**config.mk**
```make
export PLATFORM = sky130hd
export DESIGN_NAME = sir_rx_stretch
export DESIGN_NICKNAME = d
export VERILOG_FILES = /design/src/rtl/sir_rx_pkg.sv /design/src/rtl/sir_rx_sync.sv /design/src/rtl/sir_rx_fall_det.sv /design/src/rtl/sir_rx_timer.sv /design/src/rtl/sir_rx_stretch.sv
export SDC_FILE = /design/constraint.sdc
export NUM_CORES = 1
export LEC_CHECK = 0
export BUFFER_PORTS_ARGS = -buffer_cell sky130_fd_sc_hd__buf_2
export CAP_MARGIN = 20
export CORE_AREA = 4 4 41 43
export CTS_CLUSTER_DIAMETER = 150
export DETAILED_ROUTE_END_ITERATION = 10
export DIE_AREA = 0 0 45 47
export SLEW_MARGIN = 20
export SYNTH_ARGS = -nofsm -noshare
export SYNTH_HDL_FRONTEND = slang
export SYNTH_SLANG_ARGS = --single-unit
```
**constraint.sdc**
```tcl
create_clock -name clk_16x -period 1.3 [get_ports clk_16x]
set_input_delay 0.13 -clock clk_16x [delete_from_list [all_inputs] [get_ports clk_16x]]
set_output_delay 0.13 -clock clk_16x [all_outputs]
set_load 0.005 [all_outputs]
```
**src/rtl/sir_rx_pkg.sv**
```systemverilog
package sir_rx_pkg;
  localparam int unsigned BIT_CYCLES_DEF  = 16;
  localparam int unsigned SYNC_STAGES_DEF = 2;

  // Width of a down-counter that must hold the value n.
  function automatic int unsigned cnt_width(int unsigned n);
    return (n < 2) ? 1 : $clog2(n + 1);
  endfunction
endpackage

```
**src/rtl/sir_rx_sync.sv**
```systemverilog
module sir_rx_sync #(
  parameter int unsigned STAGES = 2
) (
  input  logic clk,
  input  logic rst_n,
  input  logic d_i,
  output logic q_o
);
  logic [STAGES-1:0] stage_q;

  generate
    for (genvar i = 0; i < STAGES; i++) begin : g_stage
      // Reset value 0: the line counts as "not yet seen high".
      if (i == 0) begin : g_first
        always_ff @(posedge clk or negedge rst_n) begin
          if (!rst_n) stage_q[i] <= 1'b0;
          else        stage_q[i] <= d_i;
        end
      end else begin : g_next
        always_ff @(posedge clk or negedge rst_n) begin
          if (!rst_n) stage_q[i] <= 1'b0;
          else        stage_q[i] <= stage_q[i-1];
        end
      end
    end
  endgenerate

  assign q_o = stage_q[STAGES-1];
endmodule

```
**src/rtl/sir_rx_fall_det.sv**
```systemverilog
module sir_rx_fall_det (
  input  logic clk,
  input  logic rst_n,
  input  logic line_i,
  output logic fall_o
);
  logic prev_q;

  // prev_q clears to 0 in reset, so an edge is only seen after a high level.
  always_ff @(posedge clk or negedge rst_n) begin
    if (!rst_n) prev_q <= 1'b0;
    else        prev_q <= line_i;
  end

  assign fall_o = prev_q & ~line_i;
endmodule

```
**src/rtl/sir_rx_timer.sv**
```systemverilog
module sir_rx_timer #(
  parameter int unsigned BIT_CYCLES = 16,
  localparam int unsigned CW = sir_rx_pkg::cnt_width(BIT_CYCLES)
) (
  input  logic          clk,
  input  logic          rst_n,
  input  logic          load_i,
  output logic          space_o,
  output logic [CW-1:0] cnt_o
);
  localparam logic [CW-1:0] LOAD_VAL = CW'(BIT_CYCLES);

  logic [CW-1:0] cnt_q;

  always_ff @(posedge clk or negedge rst_n) begin
    if (!rst_n)              cnt_q <= '0;
    else if (load_i)         cnt_q <= LOAD_VAL;
    else if (cnt_q != '0)    cnt_q <= cnt_q - 1'b1;
  end

  assign space_o = (cnt_q != '0);
  assign cnt_o   = cnt_q;
endmodule

```
**src/rtl/sir_rx_stretch.sv**
```systemverilog
module sir_rx_stretch #(
  parameter int unsigned BIT_CYCLES  = sir_rx_pkg::BIT_CYCLES_DEF,
  parameter int unsigned SYNC_STAGES = sir_rx_pkg::SYNC_STAGES_DEF
) (
  input  logic clk_16x,
  input  logic rst_n,
  input  logic ir_rx_n,
  output logic rcv_o
);
  localparam int unsigned CW = sir_rx_pkg::cnt_width(BIT_CYCLES);

  logic          line_sync;
  logic          fall_evt;
  logic          space;
  logic [CW-1:0] stretch_cnt;

  sir_rx_sync #(.STAGES(SYNC_STAGES)) u_sync (
    .clk   (clk_16x),
    .rst_n (rst_n),
    .d_i   (ir_rx_n),
    .q_o   (line_sync)
  );

  sir_rx_fall_det u_fall (
    .clk    (clk_16x),
    .rst_n  (rst_n),
    .line_i (line_sync),
    .fall_o (fall_evt)
  );

  sir_rx_timer #(.BIT_CYCLES(BIT_CYCLES)) u_timer (
    .clk     (clk_16x),
    .rst_n   (rst_n),
    .load_i  (fall_evt),
    .space_o (space),
    .cnt_o   (stretch_cnt)
  );

  assign rcv_o = ~space;
endmodule

```
# Word level (Yosys, flattened, before mapping)
# Index checks and enable logic that the tools add are counted.
dict set report word_totals {
  ff_bits 8
}
dict set report classes {
  add_sub_neg 1
  mux 2
  bitwise_logic 3
  n_reduce_logical 2
}
# operator count
set ops {}
lappend ops {{two-way mux 5 bit} 2}
lappend ops {{nonzero test 5 bit} 1}
lappend ops {{subtractor 5 x 1 -> 5 bit (second input constant)} 1}
lappend ops {{inverter 1 bit} 2}
lappend ops {{nonzero test 2 bit} 1}
lappend ops {{bitwise AND 1 bit} 1}

# Depth between registers and ports, before layout
dict set report depth {
  word_depth 3
  depth_mapped 6
  mapped_depth_nobuf 6
}

# By module
# From an unflattened synthesis, not the netlist that was laid out.
dict set report unflattened {
  hier_cells 30
  area_unflattened_um2 354.1
}
# module n_inst cells_per_inst area_per_inst_um2 seq_area_each_um2
set modules_own_cells {}
lappend modules_own_cells {sir_rx_timer 1 25 261.5 125.1}
lappend modules_own_cells {sir_rx_sync 1 2 50.0 50.0}
lappend modules_own_cells {sir_rx_fall_det 1 2 38.8 25.0}
lappend modules_own_cells {sir_rx_stretch 1 1 3.8 0.0}

# Worst setup path before layout
# No wires, ideal clock.
dict set report synth_path {
  path_kind {register -> register}
  startpoint {reg u_timer.cnt_q[0] (netlist: u_timer.cnt_o[0])}
  endpoint {reg u_timer.cnt_q[2] (netlist: u_timer.cnt_o[2])}
  setup_time_ns 0.134
  arrival_ns 1.309
  t_required_ns 1.166
  setup_slack_ns -0.142
  path_stages_with_launch 6
  synth_period_minus_slack_ns 1.442
  cell_sequence {dfrtp_1 inv_1 ha_1 or4b_4 a21oi_1 nor2_1}
}
dict set report synth_via {
  elab_chain_cells 3
  word_cells_on_any_way 5
  cone_classes {1 x add/sub; 2 x mux; 2 x reduce/logical}
}
# element line_no
set synth_lines {}
lappend synth_lines {{start: declaration} sir_rx_timer.sv:13} ;# logic [CW-1:0] cnt_q;
lappend synth_lines {{start signal: assignment} sir_rx_timer.sv:18} ;# else if (cnt_q != '0) cnt_q <= cnt_q - 1'b1;
lappend synth_lines {{subtractor 5 x 1 -> 5 bit} sir_rx_timer.sv:18}
lappend synth_lines {{two-way mux 5 bit} sir_rx_timer.sv:18}
lappend synth_lines {{two-way mux 5 bit} sir_rx_timer.sv:17} ;# else if (load_i) cnt_q <= LOAD_VAL;
# Several ways; a longest one is shown, not always the timed one. The select of a mux whose other input is x is not followed.
# A chain may end at the register's enable or synchronous reset.

# Final worst setup path
dict set report layout_path {
  startpoint {reg u_timer.cnt_q[0] (netlist: u_timer.cnt_o[0])}
  endpoint {out rcv_o}
}
dict set report layout_via {
  elab_chain_cells 2
}
# element line_no
set layout_lines {}
lappend layout_lines {{nonzero test 5 bit} sir_rx_timer.sv:21} ;# assign space_o = (cnt_q != '0);
lappend layout_lines {{inverter 1 bit} sir_rx_stretch.sv:39} ;# assign rcv_o = ~space;
lappend layout_lines {{end: declaration} sir_rx_stretch.sv:8} ;# output logic rcv_o
# Every way passes these cells.

==> results by group <==
Critical path
  – Reg2reg setup slack: -0.23 ns
  – Setup crit end kind: output pin
  – Crit path launch type: flip-flop
  – CP arrival: 1.47 ns
  – Critical path's slowest cell: or4b_4
  – CP top delay family: simple AND/OR/NAND/NOR gates
  – RR Startpoint: u_timer.cnt_o[0]
  – CP Buf/Inv Count: 3
  – Worst-path cell chain: inv_2, ha_4, or4b_4, inv_2, buf_2
  – Most used cell, CP: inv_2
  – Delay of the slowest cell on the worst path: ~0.47 ns
  – Crit path kind: flip-flop to output pin
  – Crit Path Max Fanout: 2
  – CP Data Required Time: 1.17 ns
  – Worst r2r dst: u_timer.cnt_o[1]
  – Reg2reg path depth: 6

Synth
  – Post-synthesis cell count: 30
  – Yosys Warn Count: 0
  – Ys flop type: dfrtp_1
  – Synth unique cells: 15
  – Number of synthesized register bits: 8
  – Seq/Total Area, Yosys: about three fifths
  – Synth Cell Area: 344 sq um
  – EDFF count, synth: 0
  – Mean Syn Cell Area: 11.5 sq um
  – Top cells by area, synth: dfrtp_1, nand2b_1, nor2_1
  – Net count after synthesis: 34
  – Synth area leader: dfrtp_1
  – Synth async-reset ratio: 100%
  – Top-area cell type share of the netlist area: approximately 58%

Layout
  – Area delta synth->final: 45.8%
  – Seq. cell area: 200 sq um
  – Layout fillers: 132
  – Layout cells sized above 1: 52.2%
  – Final nets: 52
  – Multi-input gate area: 154 sq um
  – Diode count: 0

Detailed routing
  – Detailed Route Iter0 Violations: 4
  – Post-route ant nets: 0
  – Via count: 253
  – Vias per cell: 4.15
  – Drt wl/cell: 10.8 um
  – First-pass DRT Iterations: 2
  – # DRC: 0
  – Routed wire length: 661 um

Die
  – Die W: 45 um
  – Core Footprint: 1300 sq um
  – Row count: 13
  – Chip height: around 47 um
  – Starting Density: approximately a quarter
  – # IOs: 4
  – Die Area: 2120 sq um

Clock tree
  – Total CTS buffers: 3
  – H-Tree Depth: 1
  – CTS tree: done
  – Clock transition at path regs: 0.05 ns
  – Clock root buffer: clkbuf_4
  – Clk_lat worst skew: 0.25 ns
  – CTS sink count: 8
  – CTS max path bufs: 2

Place
  – Final Wtd Congestion: 0.706
  – PortBufs: 3
  – Pre-CTS setup slack: -0.153 ns
  – Placed wire-length estimate: 430 um

Outcome
  – Failing checks: setup timing
  – Status: complete, but fails checks

Global routing
  – All-Layer GR Usage: under 10%
  – Initial antenna violation count: 0
  – First-pass GRT wire length: 1.17 mm
  – Largest net degree at the start of global routing: 9
  – Vias in the first global route: 296
  – Remaining Overflow, GRT: 0

STA
  – Fin crit period: 1.60 ns
  – Finish-stage setup viols: 4
  – Fin. max-slew vios: 0
  – Setup Skew: 0.00109 ns
  – Crit share post-route: 123%
  – Slew @ Worst Pin: 0.398 ns
  – Max_slew headroom: 73.4%
  – Setup TNS: -0.928 ns
  – Final worst slack: -0.298 ns
  – Hold Fails Final Rpt: 0
  – RSZ-0062 raised after global routing: yes
  – Max Clk Rate: 0.626 GHz

Pwr
  – Peak supply drop: 0.00110 V
  – LEAKAGE: 0.239 nW
  – Pwr Density: about 2200 nW/um^2
  – Total Power: 1.13 mW

Run
  – MaxCap Viol Count: 0

Worst hold path
  – HP Class: input pin to asynchronous set/reset pin
synth_stat cells (2+ instances only):
cell type  n
inv_1      2
nor2b_1    2
dfrtp_1    8
a21oi_1    2
nor2_1     4
nand2b_1   3
metal layers:
layer | vias up | routed length, um | part of all wire [%] | GRT usage, %
met3 | 0 | 24 | 3.6 | 3.45
met2 | 5 | 350 | 53 | 11.6
met1 | 115 | 286 | 43 | 9.88
met5 | - | 0 | 0 | 0
li1 | 133 | - | - | -
met4 | 0 | 0 | 0 | 7.02
what timing repair did:
item | CTS | global route
pin swaps | 1 | 1
hold buffers | 2 | 0
endpoints found under the setup margin | 4 | 4
endpoints found under the hold margin | 9 | 0
resized for setup | 4 | 1
setup buffers | 2 | 1
sequential cells by signal, summed over array words and instances, names as in the netlist:
| name | flops |
|---|---|
| u_timer.cnt_o | 5 |
| u_fall.prev_q | 1 |
| u_sync.stage_q | 1 |
| u_sync.q_o | 1 |
cell families (layout without fill, tap and decap cells):
group	after synthesis	in the layout	share of synthesized area, %
flip-flops	8	8	58.2
AND/OR/NAND/NOR	14	14	26.2
AO/OA/AOI/OAI	4	4	8.73
buffers and inverters	3	19	3.27
adder cells (fa/ha/maj)	1	1	3.64
placed cells by master, fill, tap and decap left out, drive strengths merged:
| master | count |
|---|---|
| inv | 3 |
| nor2b | 2 |
| buf | 11 |
| dfrtp | 8 |
| a211oi | 1 |
| clkbuf | 3 |
| dlygate4sd3 | 2 |
| and2b | 1 |
| nor2 | 4 |
| nand3b | 1 |
| or4b | 1 |
| ha | 1 |
| a21oi | 2 |
| nor3 | 2 |
| a21o | 1 |
| nand2b | 3 |
power by group:
| group | switching, mW | leakage, nW | internal (mW) |
|---|---|---|---|
| clock | 0.0790 | 0.0138 | 0.105 |
| sequential | 0.0494 | 0.0959 | 0.328 |
| combinational | 0.234 | 0.129 | 0.330 |
| total | 0.362 | 0.239 | 0.764 |
through the flow:
| step | cells | cell area [sq um] | hold slack [ns] | utilization, % |
|---|---|---|---|---|
| 3_3_place_gp | 53 | 422 | -0.0211 | 32.4 |
| 3_5_place_dp | 53 | 422 | -0.0180 | 32.4 |
| 6_report | 61 | 502 | 0.253 | 38.6 |
| 2_1_floorplan | 30 | 350 | -0.166 | - |
| 4_1_cts | 60 | 492 | 0.245 | 37.8 |
| 5_1_grt | 61 | 502 | 0.268 | 38.6 |
how the worst max path moves through the flow:
stage | cells past startpoint | slack (ns) | to | start
after floorplan | 5 | -0.13 | u_timer.cnt_o[0] | u_timer.cnt_o[0]
after global placement | 5 | -0.15 | u_timer.cnt_o[1] | u_timer.cnt_o[0]
after detailed placement | 4 | -0.15 | u_timer.cnt_o[1] | u_timer.cnt_o[0]
after CTS | 5 | -0.31 | rcv_o | u_timer.cnt_o[0]
after global routing | 5 | -0.37 | rcv_o | u_timer.cnt_o[0]
final | 5 | -0.30 | rcv_o | u_timer.cnt_o[0]
final cells by class:
| class | instances | share of cell area, % |
|---|---|---|
| Timing Repair Buffer | 13 | 19.0 |
| Clock buffer | 3 | 4.49 |
| Multi-Input combinational cell | 19 | 30.7 |
| Inverter | 3 | 2.24 |
| Sequential cell | 8 | 39.9 |
| Tap cell | 15 | 3.74 |
Note: power is estimated with default switching activity, not from simulation.
